[src/rtl/dwb_pkg.sv]
package dwb_pkg;
  // One operation is taken per cycle; a refill wins over a request.
  typedef enum logic [1:0] {
    OP_IDLE  = 2'd0,
    OP_LOAD  = 2'd1,
    OP_STORE = 2'd2,
    OP_FILL  = 2'd3
  } dwb_op_e;
endpackage

[src/rtl/dwb_tag_store.sv]
module dwb_tag_store #(
  parameter int IDX_W = 4,
  parameter int TAG_W = 6
) (
  input  logic             clk,
  input  logic             rst,
  input  logic [IDX_W-1:0] lk_idx,
  input  logic [TAG_W-1:0] lk_tag,
  input  logic             wr_en,
  input  logic [IDX_W-1:0] wr_idx,
  input  logic [TAG_W-1:0] wr_tag,
  output logic             hit
);
  localparam int DEPTH = 1 << IDX_W;

  logic [DEPTH-1:0]            line_v;
  logic [DEPTH-1:0][TAG_W-1:0] line_tag;

  always_ff @(posedge clk) begin
    if (rst) begin
      line_v <= '0;
    end else if (wr_en) begin
      line_v[wr_idx] <= 1'b1;
    end
  end

  always_ff @(posedge clk) begin
    if (wr_en) line_tag[wr_idx] <= wr_tag;
  end

  assign hit = line_v[lk_idx] && (line_tag[lk_idx] == lk_tag);

  // A refilled line answers a lookup of the same index and tag in the next cycle.
  AST_FILL_THEN_HIT: assert property (@(posedge clk) disable iff (rst)
    (wr_en && lk_idx == wr_idx && lk_tag == wr_tag) |=> ($past(lk_idx) != lk_idx || $past(lk_tag) != lk_tag || hit));
endmodule

[src/rtl/dwb_data_ram.sv]
module dwb_data_ram #(
  parameter int IDX_W  = 4,
  parameter int DATA_W = 32
) (
  input  logic              clk,
  input  logic              we,
  input  logic [IDX_W-1:0]  waddr,
  input  logic [DATA_W-1:0] wdata,
  input  logic [IDX_W-1:0]  raddr,
  output logic [DATA_W-1:0] rdata
);
  localparam int DEPTH = 1 << IDX_W;

  logic [DATA_W-1:0] mem [DEPTH];

  // Read-first single-clock RAM: a read of the address written in the
  // same cycle returns the old word.
  always_ff @(posedge clk) begin
    if (we) mem[waddr] <= wdata;
    rdata <= mem[raddr];
  end
endmodule

[src/rtl/dwb_pending.sv]
module dwb_pending
  import dwb_pkg::*;
#(
  parameter int IDX_W  = 4,
  parameter int DATA_W = 32
) (
  input  logic              clk,
  input  logic              rst,
  input  dwb_op_e           op,
  input  logic              hit,
  input  logic [IDX_W-1:0]  op_idx,
  input  logic [DATA_W-1:0] op_wdata,
  output logic              pend_v,
  output logic [IDX_W-1:0]  pend_idx,
  output logic [DATA_W-1:0] pend_data,
  output logic              drain_en
);
  // The array port is free in every cycle except a refill.
  assign drain_en = pend_v && (op != OP_FILL);

  always_ff @(posedge clk) begin
    if (rst) begin
      pend_v <= 1'b0;
    end else begin
      unique case (op)
        OP_STORE: pend_v <= hit;
        OP_FILL:  if (op_idx == pend_idx) pend_v <= 1'b0;
        default:  pend_v <= 1'b0;
      endcase
    end
  end

  always_ff @(posedge clk) begin
    if (op == OP_STORE && hit) begin
      pend_idx  <= op_idx;
      pend_data <= op_wdata;
    end
  end

  AST_PEND_FROM_HIT: assert property (@(posedge clk) disable iff (rst)
    $rose(pend_v) |-> $past(op == OP_STORE && hit));
  AST_FILL_CANCELS: assert property (@(posedge clk) disable iff (rst)
    (op == OP_FILL && pend_v && op_idx == pend_idx) |=> !pend_v);
  AST_FILL_KEEPS: assert property (@(posedge clk) disable iff (rst)
    (op == OP_FILL && pend_v && op_idx != pend_idx) |=> (pend_v && $stable(pend_data)));
endmodule

[src/rtl/dwb_store_cache.sv]
module dwb_store_cache
  import dwb_pkg::*;
#(
  parameter int ADDR_W = 10,
  parameter int DATA_W = 32,
  parameter int IDX_W  = 4
) (
  input  logic              clk,
  input  logic              rst,
  input  logic              req_valid,
  input  logic              req_store,
  input  logic [ADDR_W-1:0] req_addr,
  input  logic [DATA_W-1:0] req_wdata,
  input  logic              fill_valid,
  input  logic [ADDR_W-1:0] fill_addr,
  input  logic [DATA_W-1:0] fill_data,
  output logic              resp_valid,
  output logic              resp_hit,
  output logic [DATA_W-1:0] resp_rdata,
  output logic              store_miss,
  output logic              wt_valid,
  output logic [ADDR_W-1:0] wt_addr,
  output logic [DATA_W-1:0] wt_data
);
  localparam int TAG_W = ADDR_W - IDX_W;

  dwb_op_e           op;
  logic [ADDR_W-1:0] op_addr;
  logic [IDX_W-1:0]  op_idx;
  logic [TAG_W-1:0]  op_tag;
  logic              hit;
  logic              pend_v;
  logic [IDX_W-1:0]  pend_idx;
  logic [DATA_W-1:0] pend_data;
  logic              drain_en;
  logic              ram_we;
  logic [IDX_W-1:0]  ram_waddr;
  logic [DATA_W-1:0] ram_wdata;
  logic [DATA_W-1:0] ram_q;
  logic              ld_hit_q;
  logic              fwd_q;
  logic [DATA_W-1:0] fwd_data_q;

  always_comb begin
    if (fill_valid)     op = OP_FILL;
    else if (!req_valid) op = OP_IDLE;
    else if (req_store) op = OP_STORE;
    else                op = OP_LOAD;
  end

  assign op_addr = fill_valid ? fill_addr : req_addr;
  assign op_idx  = op_addr[IDX_W-1:0];
  assign op_tag  = op_addr[ADDR_W-1:IDX_W];

  dwb_tag_store #(.IDX_W(IDX_W), .TAG_W(TAG_W)) u_tags (
    .clk    (clk),
    .rst    (rst),
    .lk_idx (op_idx),
    .lk_tag (op_tag),
    .wr_en  (op == OP_FILL),
    .wr_idx (op_idx),
    .wr_tag (op_tag),
    .hit    (hit)
  );

  dwb_pending #(.IDX_W(IDX_W), .DATA_W(DATA_W)) u_pend (
    .clk       (clk),
    .rst       (rst),
    .op        (op),
    .hit       (hit),
    .op_idx    (op_idx),
    .op_wdata  (req_wdata),
    .pend_v    (pend_v),
    .pend_idx  (pend_idx),
    .pend_data (pend_data),
    .drain_en  (drain_en)
  );

  // Single write port: a refill owns it, otherwise the pending write drains.
  assign ram_we    = (op == OP_FILL) || drain_en;
  assign ram_waddr = (op == OP_FILL) ? op_idx : pend_idx;
  assign ram_wdata = (op == OP_FILL) ? fill_data : pend_data;

  dwb_data_ram #(.IDX_W(IDX_W), .DATA_W(DATA_W)) u_ram (
    .clk   (clk),
    .we    (ram_we),
    .waddr (ram_waddr),
    .wdata (ram_wdata),
    .raddr (op_idx),
    .rdata (ram_q)
  );

  always_ff @(posedge clk) begin
    if (rst) begin
      resp_valid <= 1'b0;
      resp_hit   <= 1'b0;
      store_miss <= 1'b0;
      wt_valid   <= 1'b0;
      ld_hit_q   <= 1'b0;
      fwd_q      <= 1'b0;
    end else begin
      resp_valid <= (op == OP_LOAD) || (op == OP_STORE);
      resp_hit   <= ((op == OP_LOAD) || (op == OP_STORE)) && hit;
      store_miss <= (op == OP_STORE) && !hit;
      wt_valid   <= (op == OP_STORE);
      ld_hit_q   <= (op == OP_LOAD) && hit;
      fwd_q      <= (op == OP_LOAD) && hit && pend_v && (pend_idx == op_idx);
    end
  end

  always_ff @(posedge clk) begin
    fwd_data_q <= pend_data;
    if (op == OP_STORE) begin
      wt_addr <= req_addr;
      wt_data <= req_wdata;
    end
  end

  // Late bypass: parked store data overrides the array word it has not reached yet.
  always_comb begin
    if (!ld_hit_q)  resp_rdata = '0;
    else if (fwd_q) resp_rdata = fwd_data_q;
    else            resp_rdata = ram_q;
  end

  AST_FILL_IDLE: assert property (@(posedge clk) disable iff (rst)
    fill_valid |-> !req_valid);
  AST_RESP_NEXT: assert property (@(posedge clk) disable iff (rst)
    (req_valid && !fill_valid) |=> resp_valid);
  AST_WT_EACH_STORE: assert property (@(posedge clk) disable iff (rst)
    (req_valid && req_store && !fill_valid) |=> (wt_valid && wt_addr == $past(req_addr) && wt_data == $past(req_wdata)));
  AST_MISS_EXCL: assert property (@(posedge clk) disable iff (rst)
    store_miss |-> (resp_valid && !resp_hit));
  AST_MISS_ZERO: assert property (@(posedge clk) disable iff (rst)
    (resp_valid && !resp_hit) |-> (resp_rdata == '0));
endmodule

[config.mk]
export PLATFORM = sky130hd
export DESIGN_NAME = dwb_store_cache
export DESIGN_NICKNAME = d
export VERILOG_FILES = /design/src/rtl/dwb_pkg.sv /design/src/rtl/dwb_tag_store.sv /design/src/rtl/dwb_data_ram.sv /design/src/rtl/dwb_pending.sv /design/src/rtl/dwb_store_cache.sv
export SDC_FILE = /design/constraint.sdc
export NUM_CORES = 1
export LEC_CHECK = 0
export ABC_AREA = 1
export CAP_MARGIN = 20
export CORE_MARGIN = 1
export CORE_UTILIZATION = 25
export DETAILED_ROUTE_END_ITERATION = 7
export GPL_TIMING_DRIVEN = 0
export PLACE_DENSITY = 0.37
export RECOVER_POWER = 25
export SLEW_MARGIN = 20
export SYNTH_ARGS = -nofsm -noshare
export SYNTH_HDL_FRONTEND = slang
export SYNTH_SLANG_ARGS = --single-unit
export TNS_END_PERCENT = 20
[constraint.sdc]
create_clock -name clk -period 5.67 [get_ports clk]
set_input_delay 1.134 -clock clk [delete_from_list [all_inputs] [get_ports clk]]
set_output_delay 1.134 -clock clk [all_outputs]
set_load 0.05 [all_outputs]
==> results_dict.tcl <==
set metrics [dict create \
    yosys-mux-area-fraction_pct 0 \
    dp_hpwl_mm 68.4 \
    synth_seq_cells 773 \
    ant_nets 0 \
    grt_pass1_wl_mm 143 \
    syn_avg_cell_area_um2 13.2 \
    synth_area_leaders "edfxtp_1 (70%), dfxtp_1 (5.9%), nand2_1 (4.9%), nand3_1 (4.6%), a22oi_1 (3.2%)" \
    fin_crit_ns 5.16 \
    clkTransAtPathRegs_ns 0.06 \
    r2r_setup_slack_ns 3.21 \
    vdd_drop_max_mv 0.196 \
    synth_top_family_by_area "simple AND/OR/NAND/NOR gates" \
    synth_cells 2250 \
    synth-xor-area-share_pct 0.118 \
    r2r_start "u_pend.pend_idx[2]" \
    synthArstFlopShare_pct 0 \
    fin_crit_sh_pct 91.0 \
    cap_violations 1 \
    cts_num_sinks 773 \
    synth_flop_cell "edfxtp_1" \
    switchingPower_mw 3.34 \
    clockBufferDepth 3 \
    start_util_pct 25.3 \
    area_growth_pct 25.4 \
    drcViolationCount 0 \
    top_usage_layer "met2" \
    setup_slack_ns 0.509 \
    synth.cell_area_um2 29600 \
    combinationalPowerShare_pct 8.9 \
    met3_usage_pct 2.80 \
    synth_compound_area_share_pct 6.99 \
    fmax_ghz 0.194 \
    num_vias 19400 \
    place_inst 3973 \
    synth_top_area_cell "edfxtp_1" \
    yosys.area.top_type_share_pct 69.6 \
    outcome "complete, but fails checks" \
    ys_warn_count 0 \
    drive_gt1_share_pct 10.4 \
    grt_max_degree 37 \
    hp-class "flip-flop to flip-flop" \
    start_kind "input pin" \
    rows 125 \
    post_cts.repair.setup_buffers 0 \
    worstMarginPinSlew_ns 1.91 \
    portBuffers 164 \
    layout.nets 2636 \
    crit_start "fill_valid" \
    dp_slack_ns 0.253 \
    use_met2_pct 27.8 \
    powerDensity_nw_per_um2 364 \
    p_sw_share_pct 24.7 \
    crit_end "u_tags.line_tag[29]" \
    ioPinCount 167 \
    postCtsHoldBufs 0 \
    fill_cells 11600 \
    crit_type "input pin to flip-flop" \
    wl_mm 101 \
    worstPathMaxFanout 10 \
    antenna_found_initial 1 \
    clkLatencyLatePin_ns 0.67 \
    synth_fa_ha_area_share_pct 0.127 \
    stdcell_count 4148 \
    synth_edf_count 686 \
    die_h_um 346 \
    hold_violations 0 \
    slew-limit-headroom_pct -28.7 \
    p_int_mw 10.2 \
    setup_viol 0 \
    multi_input_area_um2 6230 \
    htreeDepth 3 \
    cts_buffers 91 \
    grt_pass1_vias 19500 \
    r2r-end "u_ram.mem[9][16]" \
    die_w_um 346 \
    finClkSkew_ns 0.0247 \
    globalRouteMet1Util_pct 21.7 \
    worstPathRequired_ns 5.96 \
    cts_root_buffer "clkbuf_16" \
    dr.pass1.iters 5 \
    grt_usage_pct 16.7 \
    wire_per_inst_um 24.5 \
    p_leak_nw 12.9 \
    synth-simple-area-share_pct 13.6 \
    rsz0062_at_grt "no" \
    violations "max-capacitance violations, max-slew violations" \
    synthDistinctLibCells 36 \
    seq_area_frac_synth_pct 75.5 \
    power_frac_clock_pct 43.5 \
    core_area_um2 117000 \
    reg2reg_depth 6 \
    die_area_um2 120000 \
    drv_slew 18 \
    seqCellArea_um2 22300 \
    gp_congestion 0.766 \
    grt_overflow 0 \
    drtIter0Drc 1651 \
    cts_tree "yes" \
    routed_via_density 4.67 \
    syn-num-nets 2342 \
    worstPathArrival_ns 5.45 \
    cts_resized 0 \
    final_core_util_pct 31.8 \
    critPathCaptureType "flip-flop" \
    seqPwrFrac_pct 47.6 \
]
==> logic make-up (layout without fill, tap and decap cells) <==
logic type | count (synthesis) | count (layout)
other | 0 | 1
xor gates and xnor gates | 4 | 4
and+or+nand+nor | 905 | 905
AOI/OAI and AO/OA | 314 | 314
adders and majority gates | 3 | 3
DFF | 773 | 773
buffers and inverters | 251 | 624
==> flip-flops by register name, indices dropped and copies added, names as in the netlist <==
register	count
wt_valid	1
resp_valid	1
u_tags.line_tag	96
u_pend.pend_data	32
store_miss	1
u_ram.mem	512
u_pend.pend_idx	4
ld_hit_q	1
u_tags.line_v	16
resp_hit	1
u_pend.pend_v	1
wt_addr	10
fwd_data_q	32
fwd_q	1
wt_data	32
u_ram.rdata	32
==> cells in the final DEF (no fill, tap or decap), types with 5 or more instances in the layout <==
cell             Yosys  routed
edfxtp_1           686     686
nand2_1            389     391
nand3_1            274     274
nor2_1             147     134
a22oi_1            128     128
a31oi_1            128     128
inv_1              106     106
clkbuf_16            0      92
dlygate4sd3_1        0      88
dfxtp_1             87      87
clkbuf_1            44      78
clkdlybuf4s50_1      0      76
buf_2               49      48
o21ai_0             45      47
or3_1               32      32
or2_0               27      27
buf_16               0      23
buf_1               24      21
nor2_4               3      17
clkinv_2             0      15
buf_4               11      11
clkinv_1             1      11
buf_12               0      11
nand3b_1             9       9
clkbuf_8             0       9
buf_6                8       8
or2_1                7       7
bufinv_16            0       7
inv_2                7       6
or2_2                5       5
a21oi_1              4       5
==> layout make-up <==
| type | count | share of cell area [%] |
|---|---|---|
| clock buffer | 130 | 6.83 |
| timing repair buffer | 201 | 6.77 |
| antenna | 1 | 0.00674 |
| tap | 1524 | 5.14 |
| multi-input combinational | 1226 | 16.8 |
| clock inverter | 42 | 1.27 |
| inverter | 115 | 1.18 |
| buffer | 136 | 1.80 |
| sequential | 773 | 60.2 |
==> worst min path at each step <==
stage | start | end | depth (start not counted)
after CTS | u_pend.pend_data[7] | fwd_data_q[7] | 0
final | u_pend.pend_data[7] | fwd_data_q[7] | 0
after global placement | u_pend.pend_data[5] | fwd_data_q[5] | 0
after detailed placement | u_pend.pend_data[6] | fwd_data_q[6] | 0
after global routing | u_pend.pend_data[6] | fwd_data_q[6] | 0
after floorplan | u_pend.pend_data[0] | fwd_data_q[0] | 0
==> critical path, stage by stage <==
cell and delay, ns:
clkbuf_1 0.50, inv_4 0.18, o21ai_0 0.96, inv_2 0.13, nor2_1 0.64, inv_1 0.49
clkbuf_1 0.49, nor2_1 0.89
==> power by group through the flow <==
stage	Combinational (mW)	Sequential [mW]	Clock [mW]
5_1_grt	1.29	6.44	6.26
3_3_place_gp	1.19	6.56	0
2_1_floorplan	0.533	6.63	0
3_5_place_dp	1.24	6.55	0
4_1_cts	1.25	6.43	6.02
6_report	1.20	6.43	5.87
==> per-stage QoR <==
step                      setup TNS (ns)  instance area (um^2)  hold WS (ns)  power [mW]
after global placement          -1126.34                 33200         0.356        7.75
after floorplan                        0                 29600         0.348        7.16
after global routing                   0                 37100         0.376        14.0
final                                  0                 37100         0.364        13.5
after CTS                              0                 37200         0.367        13.7
after detailed placement               0                 34200         0.355        7.79
==> synthesized netlist by cell type (all sizes together) (3+ instances only) <==
cell    count
xnor2       4
edfxtp    686
buf        92
or2        39
o21ai      52
nand3b      9
a21oi       5
nand2     394
nand3     274
a22oi     128
nor2      153
a31oi     128
ha          3
inv       114
or3        32
clkbuf     44
dfxtp      87
==> routing by layer <==
| layer | wire length (um) | share of wire, % |
|---|---|---|
| met1 | 44200 | 44 |
| met2 | 49100 | 48 |
| met3 | 5200 | 5.1 |
| met4 | 3000 | 3.0 |
| met5 | 0 | 0 |
Note: power is estimated with default switching activity, not from simulation.
